<file path="src/rtl/irq_route_pkg.sv">
package irq_route_pkg;
  localparam int ENTRIES_PER_WORD = 4;
  localparam int ENTRY_W          = 8;
  localparam int WORD_W           = ENTRIES_PER_WORD * ENTRY_W;
  localparam logic TBL_CORE = 1'b0;
  localparam logic TBL_LINE = 1'b1;

  typedef enum logic [1:0] {
    ST_IDLE,
    ST_SCAN,
    ST_LOWER,
    ST_RAISE
  } seq_state_e;
endpackage

</file>
<file path="src/rtl/irq_route_decode.sv">
module irq_route_decode #(
  parameter int OUT_W        = 8,
  parameter int ONEHOT_LIMIT = 4
) (
  input  logic [irq_route_pkg::ENTRY_W-1:0] entry,
  input  logic                              binary_mode,
  output logic [OUT_W-1:0]                  idx
);
  logic hit;

  always_comb begin
    idx = '0;
    hit = 1'b0;
    if (binary_mode) begin
      idx = OUT_W'(entry);
    end else begin
      for (int b = 0; b < ONEHOT_LIMIT; b++) begin
        if (!hit && entry[b]) begin
          idx = OUT_W'(b);
          hit = 1'b1;
        end
      end
    end
  end
endmodule

</file>
<file path="src/rtl/irq_route_table.sv">
module irq_route_table #(
  parameter int N_ENTRIES = 64,
  parameter int VAL_W     = 8,
  parameter int IN_W      = 6,
  parameter int ADDR_W    = 4,
  parameter int N_LK      = 1
) (
  input  logic                           clk,
  input  logic                           rst_n,
  input  logic                           raw_we,
  input  logic [ADDR_W-1:0]              raw_addr,
  input  logic [irq_route_pkg::WORD_W-1:0] raw_data,
  input  logic [ADDR_W-1:0]              rd_addr,
  output logic [irq_route_pkg::WORD_W-1:0] rd_word,
  input  logic                           ent_we,
  input  logic [IN_W-1:0]                ent_idx,
  input  logic [VAL_W-1:0]               ent_val,
  input  logic [N_LK-1:0][IN_W-1:0]      lk_idx,
  output logic [N_LK-1:0][VAL_W-1:0]     lk_val
);
  localparam int N_WORDS = (N_ENTRIES + irq_route_pkg::ENTRIES_PER_WORD - 1)
                           / irq_route_pkg::ENTRIES_PER_WORD;
  localparam int WLOC_W  = (N_WORDS > 1) ? $clog2(N_WORDS) : 1;
  localparam int ELOC_W  = (N_ENTRIES > 1) ? $clog2(N_ENTRIES) : 1;

  logic [irq_route_pkg::WORD_W-1:0] raw_q [N_WORDS];
  logic [VAL_W-1:0]                 map_q [N_ENTRIES];

  logic [WLOC_W-1:0] wr_loc, rd_loc;
  logic [ELOC_W-1:0] ent_loc;
  logic              wr_ok, rd_ok, ent_ok;

  assign wr_loc  = raw_addr[WLOC_W-1:0];
  assign rd_loc  = rd_addr[WLOC_W-1:0];
  assign ent_loc = ent_idx[ELOC_W-1:0];
  assign wr_ok   = (int'(raw_addr) < N_WORDS);
  assign rd_ok   = (int'(rd_addr) < N_WORDS);
  assign ent_ok  = (int'(ent_idx) < N_ENTRIES);

  always_ff @(posedge clk or negedge rst_n) begin
    if (!rst_n) begin
      for (int w = 0; w < N_WORDS; w++) raw_q[w] <= '0;
      for (int e = 0; e < N_ENTRIES; e++) map_q[e] <= '0;
    end else begin
      if (raw_we && wr_ok) raw_q[wr_loc] <= raw_data;
      if (ent_we && ent_ok) map_q[ent_loc] <= ent_val;
    end
  end

  assign rd_word = rd_ok ? raw_q[rd_loc] : '0;

  for (genvar k = 0; k < N_LK; k++) begin : g_lookup
    logic [ELOC_W-1:0] loc;
    assign loc       = lk_idx[k][ELOC_W-1:0];
    assign lk_val[k] = (int'(lk_idx[k]) < N_ENTRIES) ? map_q[loc] : '0;
  end

  // a decoded entry lands in the slot of its item
  a_r2_entry_lands: assert property (@(posedge clk) disable iff (!rst_n)
    (ent_we && ent_ok) |=> (map_q[$past(ent_loc)] == $past(ent_val)));
endmodule

</file>
<file path="src/rtl/irq_route_seq.sv">
module irq_route_seq
  import irq_route_pkg::*;
#(
  parameter int NUM_SRC      = 64,
  parameter int ADDR_W       = 4,
  parameter int ITEM_W       = 6,
  parameter int CORE_W       = 8,
  parameter int LINE_W       = 2,
  parameter int ONEHOT_LIMIT = 4
) (
  input  logic              clk,
  input  logic              rst_n,
  input  logic              cfg_valid,
  output logic              cfg_ready,
  input  logic              cfg_table,
  input  logic [ADDR_W-1:0] cfg_addr,
  input  logic [WORD_W-1:0] cfg_data,
  input  logic              core_binary,
  input  logic [NUM_SRC-1:0] pend,
  output logic [ITEM_W-1:0] item,
  input  logic [CORE_W-1:0] cur_core,
  output logic              core_we,
  output logic [CORE_W-1:0] core_val,
  output logic              line_we,
  output logic [LINE_W-1:0] line_val,
  output logic              ev_valid,
  input  logic              ev_ready,
  output logic [ITEM_W-1:0] ev_src,
  output logic [CORE_W-1:0] ev_core,
  output logic              ev_level
);
  seq_state_e        state_q, state_d;
  logic [1:0]        idx_q;
  logic              tbl_q;
  logic [ADDR_W-1:0] addr_q;
  logic [WORD_W-1:0] data_q;
  logic [CORE_W-1:0] new_q;
  logic [ENTRY_W-1:0] entry;
  logic [CORE_W-1:0] dec_core;
  logic              advance, accept, go_lower;

  assign entry  = data_q[{idx_q, 3'b000} +: ENTRY_W];
  assign item   = {addr_q, idx_q};
  assign accept = cfg_valid && cfg_ready;

  irq_route_decode #(.OUT_W(CORE_W), .ONEHOT_LIMIT(ONEHOT_LIMIT)) u_dec_core (
    .entry(entry), .binary_mode(core_binary), .idx(dec_core));

  irq_route_decode #(.OUT_W(LINE_W), .ONEHOT_LIMIT(ONEHOT_LIMIT)) u_dec_line (
    .entry(entry), .binary_mode(1'b0), .idx(line_val));

  always_comb begin
    state_d   = state_q;
    cfg_ready = 1'b0;
    core_we   = 1'b0;
    core_val  = dec_core;
    line_we   = 1'b0;
    ev_valid  = 1'b0;
    ev_level  = 1'b0;
    ev_core   = cur_core;
    advance   = 1'b0;
    go_lower  = 1'b0;
    case (state_q)
      ST_IDLE: begin
        cfg_ready = 1'b1;
        if (cfg_valid) state_d = ST_SCAN;
      end
      ST_SCAN: begin
        if (tbl_q == TBL_LINE) begin
          line_we = 1'b1;
          advance = 1'b1;
        end else if (dec_core == cur_core) begin
          advance = 1'b1;
        end else if (pend[item]) begin
          go_lower = 1'b1;
          state_d  = ST_LOWER;
        end else begin
          core_we = 1'b1;
          advance = 1'b1;
        end
      end
      ST_LOWER: begin
        ev_valid = 1'b1;
        ev_level = 1'b0;
        ev_core  = cur_core;
        if (ev_ready) begin
          core_we  = 1'b1;
          core_val = new_q;
          state_d  = ST_RAISE;
        end
      end
      ST_RAISE: begin
        ev_valid = 1'b1;
        ev_level = 1'b1;
        ev_core  = new_q;
        if (ev_ready) advance = 1'b1;
      end
      default: state_d = ST_IDLE;
    endcase
    if (advance) state_d = (idx_q == 2'd3) ? ST_IDLE : ST_SCAN;
  end

  assign ev_src = item;

  always_ff @(posedge clk or negedge rst_n) begin
    if (!rst_n) begin
      state_q <= ST_IDLE;
      idx_q   <= '0;
      tbl_q   <= TBL_CORE;
      addr_q  <= '0;
      data_q  <= '0;
      new_q   <= '0;
    end else begin
      state_q <= state_d;
      if (accept) begin
        tbl_q  <= cfg_table;
        addr_q <= cfg_addr;
        data_q <= cfg_data;
        idx_q  <= '0;
      end else if (advance) begin
        idx_q <= idx_q + 2'd1;
      end
      if (go_lower) new_q <= dec_core;
    end
  end

  // a stalled event keeps its contents
  a_r11_event_hold: assert property (@(posedge clk) disable iff (!rst_n)
    (ev_valid && !ev_ready) |=> (ev_valid && $stable(ev_src) &&
                                 $stable(ev_core) && $stable(ev_level)));

  // an accepted lower is followed by a raise for the same source
  a_r6_raise_follows: assert property (@(posedge clk) disable iff (!rst_n)
    (ev_valid && ev_ready && !ev_level) |=> (ev_valid && ev_level && $stable(ev_src)));

  // one-hot core decoding stays below the limit
  a_r3_onehot_range: assert property (@(posedge clk) disable iff (!rst_n)
    (state_q == ST_SCAN && tbl_q == TBL_CORE && !core_binary)
      |-> (int'(dec_core) < ONEHOT_LIMIT));

  // walking a parent-line word never raises an event
  a_r8_line_quiet: assert property (@(posedge clk) disable iff (!rst_n)
    (state_q != ST_IDLE && tbl_q == TBL_LINE) |-> !ev_valid);

  // a non-pending source never leads to an event
  a_r7_idle_src_quiet: assert property (@(posedge clk) disable iff (!rst_n)
    (state_q == ST_SCAN && tbl_q == TBL_CORE && !pend[item]) |=> !ev_valid);
endmodule

</file>
<file path="src/rtl/irq_route_retarget.sv">
module irq_route_retarget
  import irq_route_pkg::*;
#(
  parameter int NUM_SRC      = 64,
  parameter int GROUP_SIZE   = 8,
  parameter int CORE_W       = 8,
  parameter int LINE_W       = 2,
  parameter int ONEHOT_LIMIT = 4,
  localparam int SRC_W  = $clog2(NUM_SRC),
  localparam int ADDR_W = $clog2(NUM_SRC / ENTRIES_PER_WORD)
) (
  input  logic               clk,
  input  logic               rst_n,
  input  logic               cfg_valid,
  output logic               cfg_ready,
  input  logic               cfg_table,
  input  logic [ADDR_W-1:0]  cfg_addr,
  input  logic [WORD_W-1:0]  cfg_data,
  input  logic               core_binary,
  input  logic [NUM_SRC-1:0] pend,
  input  logic               rd_table,
  input  logic [ADDR_W-1:0]  rd_addr,
  output logic [WORD_W-1:0]  rd_data,
  input  logic [SRC_W-1:0]   lk_src,
  output logic [CORE_W-1:0]  lk_core,
  output logic [LINE_W-1:0]  lk_line,
  output logic               ev_valid,
  input  logic               ev_ready,
  output logic [SRC_W-1:0]   ev_src,
  output logic [CORE_W-1:0]  ev_core,
  output logic               ev_level
);
  localparam int NUM_GRP = NUM_SRC / GROUP_SIZE;
  localparam int GRP_SH  = $clog2(GROUP_SIZE);
  localparam int ITEM_W  = ADDR_W + 2;

  logic [ITEM_W-1:0] item;
  logic [CORE_W-1:0] cur_core;
  logic              core_we, line_we;
  logic [CORE_W-1:0] core_val;
  logic [LINE_W-1:0] line_val;
  logic              accept;
  logic [WORD_W-1:0] rd_core, rd_line;
  logic [1:0][ITEM_W-1:0] core_lk_idx;
  logic [1:0][CORE_W-1:0] core_lk_val;
  logic [0:0][ITEM_W-1:0] line_lk_idx;
  logic [0:0][LINE_W-1:0] line_lk_val;

  assign accept = cfg_valid && cfg_ready;

  irq_route_seq #(
    .NUM_SRC(NUM_SRC), .ADDR_W(ADDR_W), .ITEM_W(ITEM_W),
    .CORE_W(CORE_W), .LINE_W(LINE_W), .ONEHOT_LIMIT(ONEHOT_LIMIT)
  ) u_seq (
    .clk(clk), .rst_n(rst_n),
    .cfg_valid(cfg_valid), .cfg_ready(cfg_ready), .cfg_table(cfg_table),
    .cfg_addr(cfg_addr), .cfg_data(cfg_data), .core_binary(core_binary),
    .pend(pend), .item(item), .cur_core(cur_core),
    .core_we(core_we), .core_val(core_val),
    .line_we(line_we), .line_val(line_val),
    .ev_valid(ev_valid), .ev_ready(ev_ready), .ev_src(ev_src),
    .ev_core(ev_core), .ev_level(ev_level)
  );

  assign core_lk_idx[0] = ITEM_W'(lk_src);
  assign core_lk_idx[1] = item;
  assign lk_core        = core_lk_val[0];
  assign cur_core       = core_lk_val[1];

  irq_route_table #(
    .N_ENTRIES(NUM_SRC), .VAL_W(CORE_W), .IN_W(ITEM_W),
    .ADDR_W(ADDR_W), .N_LK(2)
  ) u_core_tbl (
    .clk(clk), .rst_n(rst_n),
    .raw_we(accept && cfg_table == TBL_CORE), .raw_addr(cfg_addr), .raw_data(cfg_data),
    .rd_addr(rd_addr), .rd_word(rd_core),
    .ent_we(core_we), .ent_idx(item), .ent_val(core_val),
    .lk_idx(core_lk_idx), .lk_val(core_lk_val)
  );

  assign line_lk_idx[0] = ITEM_W'(lk_src >> GRP_SH);
  assign lk_line        = line_lk_val[0];

  irq_route_table #(
    .N_ENTRIES(NUM_GRP), .VAL_W(LINE_W), .IN_W(ITEM_W),
    .ADDR_W(ADDR_W), .N_LK(1)
  ) u_line_tbl (
    .clk(clk), .rst_n(rst_n),
    .raw_we(accept && cfg_table == TBL_LINE), .raw_addr(cfg_addr), .raw_data(cfg_data),
    .rd_addr(rd_addr), .rd_word(rd_line),
    .ent_we(line_we), .ent_idx(item), .ent_val(line_val),
    .lk_idx(line_lk_idx), .lk_val(line_lk_val)
  );

  assign rd_data = (rd_table == TBL_LINE) ? rd_line : rd_core;
endmodule

</file>
<file path="config.mk">
export PLATFORM = sky130hd
export DESIGN_NAME = irq_route_retarget
export DESIGN_NICKNAME = d
export VERILOG_FILES = /design/src/rtl/irq_route_pkg.sv /design/src/rtl/irq_route_decode.sv /design/src/rtl/irq_route_table.sv /design/src/rtl/irq_route_seq.sv /design/src/rtl/irq_route_retarget.sv
export SDC_FILE = /design/constraint.sdc
export NUM_CORES = 2
export LEC_CHECK = 0
export BUFFER_PORTS_ARGS = -buffer_cell sky130_fd_sc_hd__buf_4
export CAP_MARGIN = 0
export CORE_UTILIZATION = 30
export CTS_CLUSTER_DIAMETER = 120
export DETAILED_ROUTE_END_ITERATION = 8
export GPL_ROUTABILITY_DRIVEN = 1
export PLACE_DENSITY = 0.47
export SYNTH_ARGS = -nofsm -noshare
export SYNTH_HDL_FRONTEND = slang
export SYNTH_SLANG_ARGS = --single-unit
</file>
<file path="constraint.sdc">
create_clock -name clk -period 4.1 [get_ports clk]
set_input_delay 0.205 -clock clk [delete_from_list [all_inputs] [get_ports clk]]
set_output_delay 0.205 -clock clk [all_outputs]
set_load 0.005 [all_outputs]
</file>
### After elaboration in Yosys (flattened, before gate mapping)

Index checks and enable logic that the tools add are counted.

| storage, ports and cells | value |
|---|---|
| flip-flop bits (word level) | 1153 |
| latch bits | 0 |
| RAM bits | 0 |
| ROM bits | 0 |
| input bits | 117 |
| output and inout bits | 59 |
| memories | 0 |

| cells by class | value |
|---|---|
| add/sub/neg operators | 1 |
| multiply operators | 0 |
| div/mod/pow operators | 0 |
| $lt $le $gt $ge | 17 |
| equal/unequal tests | 10 |
| shifts and indexed selects | 1 |
| mux-type cells | 77 |
| bitwise operators | 9 |
| reductions and logical operators | 26 |

Operators with widths:

| operator | count |
|---|---|
| bitwise mux 512 bit | 2 |
| 2-to-1 mux 32 bit | 9 |
| binary-select mux 32 bit (select 4 bit) | 1 |
| demux 32 bit (select 4 bit) | 1 |
| binary-select mux 8 bit (select 6 bit) | 2 |
| 2-to-1 mux 8 bit | 11 |
| bitwise mux 64 bit | 1 |
| demux 8 bit (select 6 bit) | 1 |
| demux 32 bit (select 1 bit) | 1 |
| variable part select 32 x 6 -> 8 bit | 1 |
| 2-to-1 mux 2 bit | 14 |
| 2-to-1 mux 1 bit | 27 |
| bitwise mux 16 bit | 1 |
| logical AND 1 bit | 15 |
| >= comparator 7 bit, second input constant | 2 |
| NOT 6 -> 7 bit | 2 |
| >= comparator 5 bit, second input constant | 2 |
| NOT 4 -> 5 bit | 2 |
| inequality test 3 x 2 -> 1 bit, second input constant | 3 |
| equality test 8 bit | 1 |
| >= comparator 4 bit, second input constant | 2 |
| less-than comparator 4 x 2 -> 1 bit, second input constant | 2 |
| NOT 3 -> 4 bit | 2 |
| less-than comparator 6 x 7 -> 1 bit, second input constant | 1 |
| 25 further kinds | 35 |

### Depth between registers and ports, before layout

| logic depth | value |
|---|---|
| depth in word-level cells | 21 |
| gate-level depth with buffers | 16 |

### Cells and area by module

A second synthesis with hierarchy kept.

| unflattened totals | value |
|---|---|
| cell total of the unflattened synthesis | 3741 |
| area, all modules | 58257.1 µm² |

Modules (own cells, without submodules):

| module | times used | cells an instance | area an instance (µm²) |
|---|---|---|---|
| irq_route_table at u_core_tbl | 1 | 3185 | 50657.3 |
| irq_route_table at u_line_tbl | 1 | 264 | 3708.6 |
| irq_route_seq | 1 | 231 | 3201.8 |
| irq_route_retarget | 1 | 39 | 563.0 |
| irq_route_decode at u_seq.u_dec_core | 1 | 14 | 87.6 |
| irq_route_decode at u_seq.u_dec_line | 1 | 8 | 38.8 |

### Worst setup path before layout

Ideal clock, no wire load.

| timing | value |
|---|---|
| path kind | register to register |
| start point | reg u_seq.addr_q[0] |
| end point | reg u_core_tbl.map_q[232] (netlist name) |
| library setup time | 128 ps |
| arrival | 3367 ps |
| path slack | 606 ps |
| stages on the path, launching flop included | 15 |
| path buffers | 4 |
| cell sequence | dfrtp_1 buf_2 buf_2 buf_2 mux4_2 nand2_1 a21oi_1 a21oi_1 o221ai_1 a2111oi_4 nand4b_4 nand2_8 buf_8 nand4_4 mux2_1 |

| on the way | value |
|---|---|
| longest elaborated chain between the ends | 8 |
| elaborated cells on any way between the ends | 17 |
| those cells by class | order compare: 2; eq/ne: 1; mux: 12; bitwise: 1; reduce/logical: 1 |

RTL lines:

| item | line | text |
|---|---|---|
| start: declaration | irq_route_seq.sv:35 | `logic [ADDR_W-1:0] addr_q;` |
| start signal: assignment | irq_route_seq.sv:117 | `addr_q <= cfg_addr;` |
| NOT 6 -> 7 bit (not written as such) | irq_route_table.sv:46, irq_route_table.sv:55 |  |
| binary-select mux 8 bit (select 6 bit) | irq_route_table.sv:55 | `assign lk_val[k] = (int'(lk_idx[k]) < N_ENTRIES) ? map_q[loc] : '0;` |
| 2-to-1 mux 8 bit (not written as such) (2 in series) | irq_route_table.sv:55 |  |
| equality test 8 bit | irq_route_seq.sv:72 | `end else if (dec_core == cur_core) begin` |
| 2-to-1 mux 1 bit | irq_route_seq.sv:72 |  |
| 2-to-1 mux 1 bit | irq_route_seq.sv:69 | `if (tbl_q == TBL_LINE) begin` |
| case mux 1 bit (2 select lines) | irq_route_seq.sv:63 | `case (state_q)` |
| end signal: indexed assignment | irq_route_table.sv:46 | `if (ent_we && ent_ok) map_q[ent_loc] <= ent_val;` |
| end: declaration | irq_route_table.sv:27 | `logic [VAL_W-1:0] map_q [N_ENTRIES];` |

Parallel ways exist; a longest one is shown, timed or not. The select of a mux whose other input is x is not followed.
A chain may end at the register's enable or synchronous reset.

### Worst setup path after layout

| timing | value |
|---|---|
| start point | reg u_seq.idx_q[1] |
| end point | reg u_core_tbl.map_q[149] (netlist name) |

| on the way | value |
|---|---|
| longest elaborated chain between the ends | 19 |
| elaborated cells on any way between the ends | 36 |
| those cells by class | order compare: 2; eq/ne: 1; shift: 1; mux: 24; bitwise: 1; reduce/logical: 7 |

RTL lines:

| item | line | text |
|---|---|---|
| start: declaration | irq_route_seq.sv:33 | `logic [1:0] idx_q;` |
| start signal: assignment | irq_route_seq.sv:121 | `idx_q <= idx_q + 2'd1;` |
| variable part select 32 x 6 -> 8 bit | irq_route_seq.sv:42 | `assign entry = data_q[{idx_q, 3'b000} +: ENTRY_W];` |
| 2-to-1 mux 1 bit | irq_route_decode.sv:18 | `if (!hit && entry[b]) begin` |
| 2-to-1 mux 1 bit | irq_route_decode.sv:14 | `if (binary_mode) begin` |
| logical NOT 1 bit | irq_route_decode.sv:18 |  |
| logical AND 1 bit | irq_route_decode.sv:18 |  |
| 2-to-1 mux 1 bit | irq_route_decode.sv:18 |  |
| 2-to-1 mux 1 bit | irq_route_decode.sv:14 |  |
| logical NOT 1 bit | irq_route_decode.sv:18 |  |
| [... 3 more ...] | -- |  |
| logical NOT 1 bit | irq_route_decode.sv:18 |  |
| logical AND 1 bit | irq_route_decode.sv:18 |  |
| 2-to-1 mux 8 bit | irq_route_decode.sv:18 |  |
| 2-to-1 mux 8 bit | irq_route_decode.sv:14 |  |
| equality test 8 bit | irq_route_seq.sv:72 |  |
| 2-to-1 mux 1 bit | irq_route_seq.sv:72 |  |
| 2-to-1 mux 1 bit | irq_route_seq.sv:69 |  |
| case mux 1 bit (2 select lines) | irq_route_seq.sv:63 |  |

Parallel ways exist; a longest one is shown, timed or not. The select of a mux whose other input is x is not followed.

==> metrics.txt <==
Clock Path Buffers 3; drt drc 0; Nets around 4,400; Worst Setup End Kind register; fraction of registers with async set/reset 100%; largest net degree at the start of global routing roughly 130; area share of xor/xnor cells in the synthesized design less than 1%; clk sinks 1,153; final instance area slightly above 70,000 um2; hpwl dp 140 mm; combinational family with the most area after synthesis multiplexers; Worst-Skew Late Latency 0.82 ns; first-pass detailed-route iteration total 7; CP Depth 14; Final period util 100%; reg2reg setup slack -0.007 ns; crit path max fanout 8; Clock power frac between 20% and 30%; Primary FF master, synth dfrtp_1; syn avg cell area around 15 um2; CP required between 4 and 5 ns; routed via count about 38,000; status finished, violations left; CP Class register to register; worst hold path class input pin to asynchronous set/reset pin; Vias/cell between 5 and 6; Reg power frac between 30% and 40%; most common cell after layout, fill and taps aside dfrtp_1; Core Box Area a little under 200,000 um2; top cell family by delay on the critical path compound AO/OA/AOI/OAI gates; clock root buffer master clkbuf_16; Area Growth Syn to Fin 22.4%; FMAX approximately 240 MHz; Clock Skews between 0.03 and 0.04 ns; final WL about 210 mm; Num CTS Buffers 139; Max Cap Viol 0; Slew Viols, Final 0; Row Count around 160; crit-path max cell delay about 0.53 ns; post-synthesis mux area share between 30 and 40%; most frequent cells in the layout 1,150 x dfrtp_1, 923 x mux2_2, 458 x buf_4, 372 x mux4_2, 226 x mux2_1; Tmin final a little over 4 ns; htree depth 4; RD Place Congestion approximately 0.89; Critical Path Most Common Cell buf_12; post-route ant nets 0; Post-Synth Adder-Cell Area less than 1%; crit start category register; Critical Path AT around 4.8 ns; wire per inst 30.2 um; buffers plus inverters on the worst setup path 4; Leak around 33 nW; Syn. warnings 0; Boundary Pins approximately 180; total track usage a little over a fifth; Clk pin slew, worst setup/hold paths roughly 0.07 ns; TritonCTS clock tree built; syn_nets ~4,000; total power divided by cell area between 600 and 700 nW/um2; sequential area share after synthesis between 40% and 50%; height of the die 445 um; final hold vios 0; Mapped Area ~59,000 um2; Slew HR between 30% and 40%; gr ovfl total 0; Cell Int Power 30.5 mW; Simple-Gate Fraction of Synth Area 4.43%; Seq cells post-synth 1,153; CP max stage cell dfrtp_4; setup violators final 5; CP Cell Sequence buf_12, mux2_2, a221o_1, a222oi_1, buf_4, o22a_1, nand4_1, xor2_1, and4_4, nand3_4, buf_12, buf_12, nand4_4, mux2_4; Combinational Power Share 40.2%; failing checks negative setup slack; Mapped Cells 3,864; Initial Utilization a little over 30%; Switch Pwr between 15 and 20 mW; post-synth cell types just under 80; drt first-iter violations ~2,800; worst-case reg-to-reg path depth 14; die width between 400 and 500 um; vias in the first global route roughly 39,000; Sw Ratio 36.7%; dpl ws -0.355 ns; die area a little under 200,000 um2; placed cell areas between 60,000 and 70,000 um2; Synth Area in Compound Gates roughly 3.4%; first-pass GRT wire length 303 mm; number of synthesized flops with an enable pin 0; worst vdd rail ir drop 0.563 mV; actual slew at the worst max-slew pin ~1 ns; share of layout cells above drive strength 1 about 53%; Setup WS post-layout -0.00675 ns; number of port buffers about 180; antenna violations before repair 16; RSZ-0062 raised after global routing true
## cell usage after synthesis, types with 8 or more instances
master | n | area [um2]
mux2_1 | 235 | 2650
a22o_1 | 17 | 149
o21ai_0 | 17 | 85.1
mux4_2 | 372 | 8380
nand2_1 | 54 | 203
dfrtp_1 | 1153 | 28900
inv_1 | 43 | 161
a221oi_1 | 20 | 175
mux2i_1 | 171 | 1710
nand4_4 | 60 | 1280
buf_4 | 15 | 113
nand2b_1 | 13 | 81.3
mux2_2 | 937 | 10600
clkbuf_1 | 218 | 818
nand4_1 | 11 | 68.8
o221ai_1 | 20 | 175
nand3_1 | 23 | 115
a22oi_1 | 54 | 405
buf_6 | 16 | 180
nor2b_1 | 8 | 50.1
o22ai_1 | 66 | 413
nand3b_1 | 9 | 67.6
and2_1 | 8 | 50.1
buf_2 | 37 | 185
a21oi_1 | 27 | 135
nor2_1 | 37 | 139
nor3_1 | 24 | 120
buf_1 | 75 | 282
## area by class of cell
type	count	area, um2
clock buffer	201	4130
timing repair buffer	628	6240
sequential	1153	28900
tap	2624	3280
fill	18600	123000
antenna	7	17.5
inverter	46	178
clock inverter	39	557
multi-input combinational	2297	28700
## power groups by stage
stage               logic (mW)  registers (mW)  clock network, mW
floorplan                 10.2            15.2                  0
global placement          18.0            16.2                  0
detailed placement        18.1            16.2                  0
CTS                       18.7            16.0               13.1
global route              20.2            16.3               13.6
finish                    19.3            16.0               12.8
## path summary, 6_finish.rpt
| kind | start | endpoint |
|---|---|---|
| max | u_seq.idx_q[1] | u_core_tbl.map_q[149] |
| min | rst_n | u_core_tbl.map_q[270] |
| max reg2reg | u_seq.idx_q[1] | u_core_tbl.map_q[149] |
| min reg2reg | u_core_tbl.raw_q[163] | u_core_tbl.raw_q[163] |
| max in group asynchronous | rst_n | u_core_tbl.raw_q[468] |
| min in group clk | cfg_valid | u_seq.idx_q[1] |
## stage by stage
step	hold WS [ns]	total power [mW]	util [%]	instances	setup TNS, ns
detailed placement	0.349	34.3	33.7	6654	-112.42
global placement	0.358	34.2	33.7	6654	-124.58
floorplan	-0.0906	25.4	-	3864	0
global route	0.118	50.1	36.9	6990	-0.226
finish	0.0753	48.1	36.9	6995	-0.0210
CTS	0.0896	47.7	36.6	6969	-0.00891
## per-layer routing
| layer | global-route usage (%) | vias to the layer above | wire, um | part of all wire, % |
|---|---|---|---|---|
| li1 | - | 15700 | - | - |
| met1 | 27.9 | 20600 | 89500 | 42 |
| met2 | 36.2 | 1041 | 105000 | 50 |
| met3 | 3.09 | 330 | 8990 | 4.3 |
| met4 | 6.93 | 2 | 7110 | 3.4 |
| met5 | 0 | - | 20 | 0.0095 |
## cells by family (layout without fill, tap and decap cells)
kind of cell	count (synthesis)	count (layout)
AOI/OAI and AO/OA	274	274
xor gates and xnor gates	6	6
adders and majority gates	5	5
buffers and inverters	414	914
DFF	1153	1153
muxes	1716	1716
other	0	7
and+or+nand+nor	296	296
## worst reg2reg max path, cell delays in order, from the launching register on
cell,delay (ns)
dfrtp_4,0.53
buf_12,0.15
mux2_2,0.34
a221o_1,0.29
a222oi_1,0.37
buf_4,0.20
o22a_1,0.21
nand4_1,0.24
xor2_1,0.23
and4_4,0.21
nand3_4,0.08
buf_12,0.18
buf_12,0.18
nand4_4,0.34
mux2_4,0.43
## state kept, by name (all words and copies together) (netlist names)
register          flops
u_core_tbl.map_q    512
u_core_tbl.raw_q    512
u_line_tbl.map_q     16
u_line_tbl.raw_q     64
u_seq.addr_q          4
u_seq.data_q         32
u_seq.idx_q           2
u_seq.new_q           8
u_seq.state_q         2
u_seq.tbl_q           1
## what timing repair did
action / in CTS / in global routing
pin swaps: 23 / 27
cloned: 1 / 3
setup buffers: 31 / 16
hold endpoints to repair: 681 / 0
hold buffers: 43 / 0
setup endpoints to repair: 523 / 519
gates resized for setup: 42 / 92
Power figures use the tool's default switching activity.
